### src/rtl/ssr_pkg.sv
package ssr_pkg;

    localparam int unsigned BUS_AW      = 8;
    localparam int unsigned BUS_DW      = 8;
    localparam int unsigned SYNC_STAGES = 2;
    localparam logic [BUS_AW-1:0] STATUS_ADDR = 8'h3A;

    // bit positions within the status byte
    localparam int unsigned BIT_LOCK = 3;
    localparam int unsigned BIT_LVD  = 2;
    localparam int unsigned BIT_VDET = 1;
    localparam int unsigned BIT_IEN  = 0;

    typedef enum logic [1:0] {
        RST_NONE,
        RST_POWER,
        RST_SYS_LVD,
        RST_SYS_OTHER
    } rst_kind_e;

    typedef struct packed {
        logic [3:0] rsvd;
        logic       pll_lock;
        logic       lvd_rst;
        logic       vdet_low;
        logic       irq_en;
    } status_t;

    typedef struct packed {
        logic hit;
        logic lvd_bit;
        logic ien_bit;
    } wr_req_t;

    function automatic rst_kind_e classify_reset(input logic por, input logic sys, input logic lvd);
        if (por)
            return RST_POWER;
        else if (sys)
            return lvd ? RST_SYS_LVD : RST_SYS_OTHER;
        else
            return RST_NONE;
    endfunction

    function automatic logic [BUS_DW-1:0] status_to_byte(input status_t s);
        logic [BUS_DW-1:0] b;
        b = '0;
        b[BIT_LOCK] = s.pll_lock;
        b[BIT_LVD]  = s.lvd_rst;
        b[BIT_VDET] = s.vdet_low;
        b[BIT_IEN]  = s.irq_en;
        return b;
    endfunction

endpackage

### src/rtl/ssr_sync_bank.sv
module ssr_sync_bank #(
    parameter int unsigned WIDTH  = 2,
    parameter int unsigned STAGES = 2
) (
    input  logic             clk_i,
    input  logic             rst_i,
    input  logic [WIDTH-1:0] d_i,
    output logic [WIDTH-1:0] q_o
);
    logic [WIDTH-1:0] chain [STAGES];

    for (genvar g = 0; g < STAGES; g++) begin : g_stage
        if (g == 0) begin : g_first
            always_ff @(posedge clk_i) begin
                if (rst_i) chain[g] <= '0;
                else       chain[g] <= d_i;
            end
        end else begin : g_next
            always_ff @(posedge clk_i) begin
                if (rst_i) chain[g] <= '0;
                else       chain[g] <= chain[g-1];
            end
        end
    end

    assign q_o = chain[STAGES-1];
endmodule

### src/rtl/ssr_flag_bank.sv
module ssr_flag_bank
    import ssr_pkg::*;
(
    input  logic      clk_i,
    input  logic      por_i,
    input  rst_kind_e kind_i,
    input  logic      lock_s_i,
    input  wr_req_t   wr_i,
    output logic      lock_flag_o,
    output logic      lvd_flag_o,
    output logic      irq_en_o
);
    always_ff @(posedge clk_i) begin
        unique case (kind_i)
            RST_POWER: begin
                lock_flag_o <= 1'b0;
                lvd_flag_o  <= 1'b0;
                irq_en_o    <= 1'b0;
            end
            RST_SYS_LVD: begin
                lock_flag_o <= lock_flag_o | lock_s_i;
                lvd_flag_o  <= 1'b1;
                irq_en_o    <= 1'b0;
            end
            RST_SYS_OTHER: begin
                lock_flag_o <= lock_flag_o | lock_s_i;
                irq_en_o    <= 1'b0;
            end
            default: begin
                lock_flag_o <= lock_flag_o | lock_s_i;
                if (wr_i.hit) begin
                    if (!wr_i.lvd_bit) lvd_flag_o <= 1'b0;
                    irq_en_o <= wr_i.ien_bit;
                end
            end
        endcase
    end

    // lock flag is sticky outside power-on reset
    p_lock_hold_r2: assert property (@(posedge clk_i) disable iff (por_i)
        lock_flag_o |=> lock_flag_o);

    // low-voltage reset sets the flag
    p_lvd_set_r3: assert property (@(posedge clk_i) disable iff (por_i)
        (kind_i == RST_SYS_LVD) |=> lvd_flag_o);

    // other system resets keep the flag
    p_lvd_keep_r3: assert property (@(posedge clk_i) disable iff (por_i)
        (kind_i == RST_SYS_OTHER && lvd_flag_o) |=> lvd_flag_o);

    // enable follows written data
    p_en_write_r6: assert property (@(posedge clk_i) disable iff (por_i)
        (kind_i == RST_NONE && wr_i.hit) |=> (irq_en_o == $past(wr_i.ien_bit)));
endmodule

### src/rtl/ssr_irq_ctrl.sv
module ssr_irq_ctrl
    import ssr_pkg::*;
(
    input  logic      clk_i,
    input  logic      por_i,
    input  rst_kind_e kind_i,
    input  logic      vdet_s_i,
    input  logic      irq_en_i,
    input  logic      ack_i,
    output logic      pending_o
);
    logic vdet_prev;
    logic rise;

    assign rise = vdet_s_i & ~vdet_prev;

    always_ff @(posedge clk_i) begin
        if (por_i) vdet_prev <= 1'b0;
        else       vdet_prev <= vdet_s_i;
    end

    always_ff @(posedge clk_i) begin
        if (kind_i != RST_NONE)      pending_o <= 1'b0;
        else if (rise && irq_en_i)   pending_o <= 1'b1;
        else if (ack_i)              pending_o <= 1'b0;
    end

    // enabled rising edge raises the request
    p_irq_set_r7: assert property (@(posedge clk_i) disable iff (por_i)
        (kind_i == RST_NONE && rise && irq_en_i) |=> pending_o);

    // acknowledge without a competing edge clears the request
    p_ack_clear_r8: assert property (@(posedge clk_i) disable iff (por_i)
        (kind_i == RST_NONE && ack_i && !(rise && irq_en_i)) |=> !pending_o);

    // any system reset drops the request
    p_sysrst_clear_r9: assert property (@(posedge clk_i) disable iff (por_i)
        (kind_i != RST_NONE) |=> !pending_o);
endmodule

### src/rtl/supply_status_reg.sv
module supply_status_reg
    import ssr_pkg::*;
(
    input  logic              clk_i,
    input  logic              por_i,
    input  logic              sys_rst_i,
    input  logic              rst_lvd_cause_i,
    input  logic              pll_lock_raw_i,
    input  logic              vdet_low_raw_i,
    input  logic              irq_ack_i,
    input  logic              bus_sel_i,
    input  logic              bus_wr_i,
    input  logic [BUS_AW-1:0] bus_addr_i,
    input  logic [BUS_DW-1:0] bus_wdata_i,
    output logic [BUS_DW-1:0] bus_rdata_o,
    output logic              irq_o
);
    localparam int unsigned N_SYNC = 2;

    rst_kind_e         kind;
    logic [N_SYNC-1:0] raw_vec;
    logic [N_SYNC-1:0] sync_vec;
    logic              addr_hit;
    wr_req_t           wr;
    status_t           stat;
    logic              lock_flag, lvd_flag, irq_en, pending;
    logic              unused_wdata;

    assign kind    = classify_reset(por_i, sys_rst_i, rst_lvd_cause_i);
    assign raw_vec = {pll_lock_raw_i, vdet_low_raw_i};

    ssr_sync_bank #(.WIDTH(N_SYNC), .STAGES(SYNC_STAGES)) u_sync (
        .clk_i (clk_i),
        .rst_i (por_i),
        .d_i   (raw_vec),
        .q_o   (sync_vec)
    );

    assign addr_hit   = bus_sel_i && (bus_addr_i == STATUS_ADDR);
    assign wr.hit     = addr_hit && bus_wr_i;
    assign wr.lvd_bit = bus_wdata_i[BIT_LVD];
    assign wr.ien_bit = bus_wdata_i[BIT_IEN];
    assign unused_wdata = ^{bus_wdata_i[7:3], bus_wdata_i[1]};

    ssr_flag_bank u_flags (
        .clk_i       (clk_i),
        .por_i       (por_i),
        .kind_i      (kind),
        .lock_s_i    (sync_vec[1]),
        .wr_i        (wr),
        .lock_flag_o (lock_flag),
        .lvd_flag_o  (lvd_flag),
        .irq_en_o    (irq_en)
    );

    ssr_irq_ctrl u_irq (
        .clk_i     (clk_i),
        .por_i     (por_i),
        .kind_i    (kind),
        .vdet_s_i  (sync_vec[0]),
        .irq_en_i  (irq_en),
        .ack_i     (irq_ack_i),
        .pending_o (pending)
    );

    always_comb begin
        stat          = '0;
        stat.pll_lock = lock_flag;
        stat.lvd_rst  = lvd_flag;
        stat.vdet_low = sync_vec[0];
        stat.irq_en   = irq_en;
    end

    assign bus_rdata_o = addr_hit ? status_to_byte(stat) : '0;
    assign irq_o       = pending;

    // power-on reset leaves everything clear on the next edge
    p_por_clear_r11: assert property (@(posedge clk_i)
        por_i |=> (!irq_o && !lock_flag && !lvd_flag && !irq_en));

    // an unaddressed read returns zero
    p_miss_zero_r10: assert property (@(posedge clk_i) disable iff (por_i)
        (!bus_sel_i || bus_addr_i != STATUS_ADDR) |-> (bus_rdata_o == '0));
endmodule

### config.mk
export PLATFORM = sky130hd
export DESIGN_NAME = supply_status_reg
export DESIGN_NICKNAME = d
export VERILOG_FILES = /design/src/rtl/ssr_pkg.sv /design/src/rtl/ssr_sync_bank.sv /design/src/rtl/ssr_flag_bank.sv /design/src/rtl/ssr_irq_ctrl.sv /design/src/rtl/supply_status_reg.sv
export SDC_FILE = /design/constraint.sdc
export NUM_CORES = 1
export LEC_CHECK = 0
export BUFFER_PORTS_ARGS = -buffer_cell sky130_fd_sc_hd__buf_2
export CAP_MARGIN = 5
export CELL_PAD_IN_SITES_DETAIL_PLACEMENT = 1
export CELL_PAD_IN_SITES_GLOBAL_PLACEMENT = 1
export CORE_MARGIN = 4
export CORE_UTILIZATION = 28
export CTS_BUF_LIST = sky130_fd_sc_hd__clkbuf_4
export DETAILED_ROUTE_END_ITERATION = 16
export PLACE_DENSITY_LB_ADDON = 0.1
export SYNTH_ARGS = -nofsm -noshare
export SYNTH_HDL_FRONTEND = slang
export SYNTH_SLANG_ARGS = --single-unit
### constraint.sdc
create_clock -name clk_i -period 1.6 [get_ports clk_i]
set_input_delay 0.32 -clock clk_i [delete_from_list [all_inputs] [get_ports clk_i]]
set_output_delay 0.32 -clock clk_i [all_outputs]
set_load 0.02 [all_outputs]
* Word level (Yosys, flattened, before mapping) *
Memory sizes are Yosys's and may differ from the RTL's.
Cells that the tools add are included.

storage, ports and cells
  flip-flop bits (word level) = 5
  RAM bits = 4
  output and inout port bits = 9
  memories = 1

memory list
  memory        depth  width  rd ports  clocked after Yosys merged registers in  wr ports  RTL line             text
  u_sync.chain  2      2      2         0                                        2         ssr_sync_bank.sv:10  logic [WIDTH-1:0] chain [STAGES];

cells by class
  eq/ne operators = 5
  multiplexer cells = 14
  bitwise logic cells = 6
  reductions and logical operators = 8

operator list
  cell                  number
  $eq A8 B6 Y1 const B  1
  $mux W1               8
  $mux W2               4
  $eq A2 B2 Y1 const B  2
  $mux W4               1
  $reduce_bool A2 Y1    2
  $logic_and A1 B1 Y1   3
  $ne A3 B1 Y1 const B  1
  $or A1 B1 Y1          3
  $pmux W1 S3           1
  $reduce_and A3 Y1     1
  $reduce_bool A3 Y1    1
  $reduce_or A3 Y1      1
  $eq A2 B1 Y1 const B  1
  $not A1 Y1            2
  $and A1 B1 Y1         1

* Longest topological paths before layout *
Gate-level depths: netlist of the first run.

  word-level depth = 6
  gate-level depth with buffers = 6
  mapped depth without buffers = 6

* Modules after synthesis *
A second synthesis of the first run with hierarchy kept.

second synthesis, totals
  cell total of the unflattened synthesis = 48
  area, all modules = 450.4 um^2

by module, submodules not included
  module             times used  cells each  area an instance (um^2)  sequential area each (um^2)
  supply_status_reg  1           21          141.4                    0.0
  ssr_flag_bank      1           13          131.4                    70.1
  ssr_sync_bank      1           8           105.1                    80.1
  ssr_irq_ctrl       1           6           72.6                     40.0

* Worst setup path after synthesis of the first run *
OpenSTA, ideal clock, no wires.

  kind = input -> output
  start point = input port bus_addr_i[7]
  end point = output port bus_rdata_o[0]
  data arrival time = 1071 ps
  required time = 1280 ps
  path slack = 209 ps
  cell stages on the path = 3
  path buffers = 0
  cells stage by stage = nor4b_4 > and4_1 > and2_1

between the ends
  longest elaborated chain between the ends = 3

ends and longest elaborated chain
  what                 RTL line                 text
  start: declaration   supply_status_reg.sv:13  input logic [BUS_AW-1:0] bus_addr_i,
  $eq A8 B6 Y1         supply_status_reg.sv:39  assign addr_hit = bus_sel_i && (bus_addr_i == STATUS_ADDR);
  $logic_and A1 B1 Y1  supply_status_reg.sv:39
  $mux W4              supply_status_reg.sv:74  assign bus_rdata_o = addr_hit ? status_to_byte(stat) : '0;
  end: declaration     supply_status_reg.sv:15  output logic [BUS_DW-1:0] bus_rdata_o,

Every way passes these cells.

* Worst setup path in the final report of the first run *
  start point = input port bus_addr_i[6]
  end point = output port bus_rdata_o[2]

The elaborated chain is that of the path after synthesis.

==> summary.md, run 1 <==
| Metric | Value |
|---|---|
| Outcome | `finished, final reports clean` |
| First-pass GRT wire length | `1620 um` |
| Mapped Area | `about 480 sq um` |
| DP Worst Slack | `-16.1 ps` |
| NumNets Final | `107` |
| DR WL/cell | `roughly 10 um` |
| Die Y | `49.3 um` |
| Clk buf depth | `2` |
| Slowest cell delay on critical path | `~280 ps` |
| CP Launch Type | `primary input` |
| PortBufs | `23` |
| Initial core utilization | `30.7%` |
| Cell Pwr Density | `709 nW/um^2` |
| I/O pins | `34` |
| R2r setup slk | `roughly 900 ps` |
| GRT Overall Usage | `a little under a tenth` |
| Fraction of layout cells with a size suffix above 1 | `slightly below 50%` |
| Post-CTS setup buffers | `0` |
| R2R Path End | `u_irq.pending_o` |
| Lkg Pwr | `0.000370 uW` |
| Hold depth | `2` |
| N_diodes | `0` |
| Hold WS | `~270 ps` |
| Max-cap violations | `0` |
| Critical Path AT | `between 1000 and 1500 ps` |
| Flip-flop and latch count after synthesis | `9` |
| Setup crit end kind | `primary output` |
| Final RePlAce weighted congestion | `0.644` |
| Commonest non-fill, non-tap cell in the layout | `buf_2` |
| Crit path kind | `in -> out` |
| Tmin final | `approximately 1600 ps` |
| Peak supply drop | `about 0.56 mV` |
| RSZ-0062 raised after global routing | `no` |
| Initial antenna violation count | `0` |
| Clock Latency Late Sink | `between 200 and 300 ps` |
| Post-route ant nets | `0` |
| Synth top area cells | `dfxtp_1, ha_1, nor2b_1` |
| Final hold vios | `0` |
| Worst-path cell chain | `buf_2 > nor4b_4 > and4_4 > and2_4 > buf_6` |
| Worst Setup Slack, final | `approximately 50 ps` |
| First drt pass iteration count | `2` |
| Area growth, synth to finish | `44.0%` |
| Final Skew | `~6.6 ps` |
| Die span in x | `49.3 um` |
| Worst path buffer plus inverter count | `2` |
| Inst Count DP | `90` |
| Top delay family on crit path | `simple AND/OR/NAND/NOR gates` |
| Fmax | `645 MHz` |
| Top cell type's share of synthesized area | `between 30% and 40%` |
| Core Box Area | `roughly 1600 sq um` |
| Largest area contributor in the synthesized netlist | `dfxtp_1` |
| Fin crit share | `between 90% and 100%` |
| Data required time of the worst path | `1280 ps` |
| Sequential fraction of the synthesis area | `roughly two fifths` |
| Largest net degree at the start of global routing | `7` |
| Yosys warning count | `0` |
| Htree depth | `1` |
| Vias | `~400` |
| Worst reg-to-reg path cell count | `3` |
| Mapped Cells | `between 40 and 50` |
| Vias in the first global route | `377` |
| DRT Wirelength | `984 um` |
| Clk sinks | `9` |
| Vias/cell | `4.28` |
| Die Footprint | `around 2400 sq um` |
| Crit Path Max Fanout | `4` |
| FP Rows | `14` |
| Final slew viol count | `0` |
| Hpwl dp | `about 840 um` |
| Reg2reg start | `u_sync.chain[1][0]` |
| CTS buffer count | `3` |
| Worst hold path type | `in -> reg` |
| CP max stage cell | `and4_4` |
| CTS tree | `built` |
| Clk slew on worst S/H paths | `approximately 70 ps` |
| Total congestion overflow | `0` |
| Setup-failing EPs final | `0` |
| Syn avg cell area | `9.75 sq um` |
| # DRC | `0` |
| Finished Layout Cells | `94` |
| Hold path endpoint | `u_sync.chain[0][0]` |
| Pwr Total | `between 400 and 500 uW` |
| Root Buffer | `clkbuf_4` |
| Initial drt markers | `3` |
| Post-synth cell types | `19` |
| HP Start | `vdet_low_raw_i` |
| Most frequent cells in the layout | `buf_2, dfxtp_1, nor2b_1` |
-- state kept, by name, summed over array words and instances (netlist names) --
register and count:
u_flags.lock_flag_o 1, u_irq.pending_o 1, u_sync.chain 4, u_flags.lvd_flag_o 1
u_flags.irq_en_o 1, u_irq.vdet_prev 1
-- metrics by stage --
step                util, %  instance area [sq um]  TNS, ps
floorplan                 -                    489        0
CTS                    41.5                    647        0
finish                 44.1                    688        0
detailed placement     39.6                    617    -38.6
global placement       39.6                    617    -43.5
global route           44.1                    688        0
-- final cells by class --
class / count / area, sq um
repair buffers: 26 / 169
well taps: 16 / 20.0
flip-flops and latches: 9 / 190
inverters: 5 / 18.8
fillers: 197 / 871
clock inverters: 1 / 5.00
multi-input cells: 34 / 263
clock buffers: 3 / 22.5
-- per-layer routing --
metal / share of wire (%) / GRT usage [%] / vias to the layer above / routed length, um
met5: 0 / 0 / - / 0
met4: 0 / 2.84 / 0 / 0
met3: 12 / 6.12 / 0 / 114
met2: 49 / 14.1 / 19 / 485
met1: 39 / 9.78 / 175 / 384
li1: - / - / 208 / -
-- how the worst max path moves through the flow --
| stage | startpoint | endpoint | slack, ps | cells past startpoint |
|---|---|---|---|---|
| 2_1_floorplan | bus_addr_i[7] | bus_rdata_o[0] | 210 | 3 |
| 3_3_place_gp | bus_addr_i[7] | bus_rdata_o[2] | -20 | 5 |
| 3_5_place_dp | bus_addr_i[7] | bus_rdata_o[2] | -20 | 5 |
| 4_1_cts | bus_addr_i[7] | bus_rdata_o[2] | 5 | 5 |
| 5_1_grt | bus_addr_i[2] | bus_rdata_o[3] | 6 | 5 |
| 6_report | bus_addr_i[6] | bus_rdata_o[2] | 50 | 5 |
-- logic make-up after synthesis --
group	synth area share [%]
and+or+nand+nor	33.2
adders and majority gates	7.85
AOI/OAI and AO/OA	6.02
buffers and inverters	10.2
muxes	2.09
other	0.785
DFF	39.8
-- cell usage after synthesis --
cell type  count
a21o_1         1
a221oi_2       1
and2_1         5
and3b_1        1
and4_1         1
and4b_1        1
buf_4          4
conb_1         1
dfxtp_1        8
edfxtp_1       1
ha_1           3
inv_1          5
mux2i_1        1
nand2_1        3
nand4_2        1
nor2_1         4
nor2b_1        6
nor4b_4        1
o22ai_1        1
-- power breakdown --
part	internal (uW)	total, uW	switching (uW)	leakage, uW
Combinational	35.3	70.5	35.2	0.000278
Sequential	239	243	3.46	0.0000745
Clock	92.2	174	82.3	0.0000177
-- timing repair --
action                                  CTS  global route
hold buffers                              0             0
resized for setup                         1            13
pin swaps                                 0             4
endpoints found under the setup margin    4             4
endpoints found under the hold margin     0             0
No activity file was read; power rests on OpenSTA's default activity.
==> inputs of run 2 (changes only) <==
Settings changed: BUFFER_PORTS_ARGS -buffer_cell sky130_fd_sc_hd__buf_2 to not set, CORE_AREA set to 4 4 41 43, CORE_MARGIN 4 to not set, CORE_UTILIZATION 28 to not set, DIE_AREA set to 0 0 45 47, DONT_BUFFER_PORTS set to 1.
==> run 2 against run 1 <==
Sequential share of layout area increased by 9.8 points. Clock power is 6% higher. Final cell count fell by 29%. Sequential cell count is the same. Setup slack gained 80 ps. Hold slack got worse by 140 ps. Largest power group unchanged. Critical endpoint is now bus_rdata_o[3].
==> summary.md, run 2 (same netlist as run 1, synthesis figures left out) <==
| Metric | Value |
|---|---|
| Outcome | `finished, final reports clean` |
| Critical Path AT | `1150 ps (-80 ps)` |
| Die Footprint | `2120 sq um (-13%)` |
| Core Box Area | `1300 sq um (-17%)` |
| DR WL/cell | `13.3 um (+27%)` |
| # DRC | `0 (unchanged)` |
| FP Rows | `13 (-1)` |
| Hold depth | `1 (-1)` |
| Area growth, synth to finish | `6.28%` |
| RSZ-0062 raised after global routing | `no` |
| Initial core utilization | `36.7% (+6.1 points)` |
| Commonest non-fill, non-tap cell in the layout | `dfxtp_1` |
| Fraction of layout cells with a size suffix above 1 | `13.5% (-35 points)` |
| Worst reg-to-reg path cell count | `3 (unchanged)` |
| Fin crit share | `91.9% (-5.0 points)` |
| PortBufs | `0 (-100%)` |
| Post-CTS setup buffers | `0 (unchanged)` |
| Clk slew on worst S/H paths | `60 ps (about the same)` |
| Cell Pwr Density | `916 nW/um^2 (+29%)` |
| Critical path depth | `3 (-2)` |
| Final hold vios | `0 (unchanged)` |
| Reg2reg start | `u_irq.pending_o` |
| R2r setup slk | `740 ps (-160 ps)` |
| Root Buffer | `clkbuf_4` |
| Slowest cell delay on critical path | `290 ps (about the same)` |
| Area taken by multi-input logic gates | `250 sq um (-4.8%)` |
| Data required time of the worst path | `1280 ps (about the same)` |
| GRT Overall Usage | `9.52% (+0.47 points)` |
| CP max stage cell | `and4_1` |
| First drt pass iteration count | `2 (unchanged)` |
| Clock Latency Late Sink | `250 ps (about the same)` |
| Total Negative Setup Slacks | `0 ps (unchanged)` |
| Max reg flops | `4 (unchanged)` |
| Lkg Pwr | `0.000247 uW (-33%)` |
| Design area | `508 sq um (-26%)` |
| CTS buffer count | `3 (unchanged)` |
| Initial antenna violation count | `0 (unchanged)` |
| I/O pins | `34 (unchanged)` |
| CTS resizes | `0 (-1)` |
| Max-cap violations | `0 (unchanged)` |
| Filler instances | `168 (-15%)` |
| Peak supply drop | `0.660 mV (+17%)` |
| Vias/cell | `4.88 (+14%)` |
| Largest Register | `u_sync.chain` |
| Total congestion overflow | `0 (unchanged)` |
| Hold path endpoint | `u_sync.chain[0][1]` |
| Fmax | `680 MHz (+5.4%)` |
| Worst-path cell chain | `nor4b_4 > and4_1 > and2_1` |
| Clk buf depth | `2 (unchanged)` |
| NumNets Final | `81 (-24%)` |
| Setup-failing EPs final | `0 (unchanged)` |
| Htree depth | `1 (unchanged)` |
| Final slew viol count | `0 (unchanged)` |
| Crit Path Max Fanout | `4 (unchanged)` |
| R2R Path End | `u_irq.pending_o` |
| Vias in the first global route | `342 (-9.3%)` |
| Worst hold path type | `in -> reg` |
| Placed cell area | `478 sq um (-23%)` |
| Hold buffers post-CTS | `0 (unchanged)` |
| Top delay family on crit path | `simple AND/OR/NAND/NOR gates` |
| Hpwl dp | `766 um (-8.5%)` |
| CP Launch Type | `primary input` |
| Final Skew | `0.812 ps (-5.76 ps)` |
| Finished Layout Cells | `67 (-29%)` |
| Final RePlAce weighted congestion | `0.670 (+4.1%)` |
| Largest net degree at the start of global routing | `10 (+3)` |
| Initial drt markers | `1 (-2)` |
| Clk sinks | `9 (unchanged)` |
| Die span in x | `45 um (-8.7%)` |
| Post-route ant nets | `0 (unchanged)` |
| Inst Count DP | `63 (-30%)` |
| HP Start | `por_i` |
| Worst path buffer plus inverter count | `0 (-2)` |
| Storage element area | `190 sq um (unchanged)` |
| Crit path kind | `in -> out` |
| Vias | `327 (-19%)` |
| Tmin final | `1470 ps (-79.8 ps)` |
| N_diodes | `0 (unchanged)` |
| First-pass GRT wire length | `1390 um (-14%)` |
| Most frequent cells in the layout | `dfxtp_1, nor2b_1, inv_1, and2_1` |
| CTS tree | `built` |
| Die Y | `47 um (-4.7%)` |
| Setup crit end kind | `primary output` |
| DRT Wirelength | `891 um (-9.5%)` |
## run 2: per-layer routing
metal / part of all wire, % / wire, um / track usage, %
met3: 15 / 137 / 7.28
met4: 1.1 / 10 / 3.51
met5: 0 / 0 / 0
met1: 35 / 312 / 9.66
met2: 48 / 430 / 15.0
## run 2: worst max path at each step
stage	start	end
2_1_floorplan	bus_addr_i[7]	bus_rdata_o[0]
3_3_place_gp	bus_addr_i[7]	bus_rdata_o[3]
3_5_place_dp	bus_addr_i[7]	bus_rdata_o[3]
4_1_cts	bus_addr_i[7]	bus_rdata_o[3]
5_1_grt	bus_addr_i[7]	bus_rdata_o[2]
6_report	bus_addr_i[7]	bus_rdata_o[3]
## run 2: layout make-up
| type | instances | area share (%) |
|---|---|---|
| clock buffer | 4 | 5.91 |
| inverter | 5 | 3.69 |
| multi-input combinational | 34 | 49.3 |
| sequential | 9 | 37.4 |
| tap | 15 | 3.69 |
## run 2: through the flow
| stage | hold slack [ps] | util, % | total power [uW] | worst slack (ps) |
|---|---|---|---|---|
| after floorplan | 392 | - | 288 | 209 |
| after global placement | 394 | 36.7 | 283 | 124 |
| after detailed placement | 395 | 36.7 | 286 | 116 |
| after CTS | 124 | 39.0 | 473 | 111 |
| after global routing | 113 | 39.0 | 495 | 54.7 |
| final | 130 | 39.0 | 465 | 130 |
## run 2: worst reg2reg max path, stage by stage, from the launching register on
cell	delay, ps
dfxtp_1	440
inv_1	70
o22ai_1	160
and2_1	130
## run 2: where the power goes
part	internal [uW]	switching [uW]	leakage, uW
Clock	113	72.4	0.0000184
Combinational	16.7	21.7	0.000155
Sequential	239	2.67	0.0000745
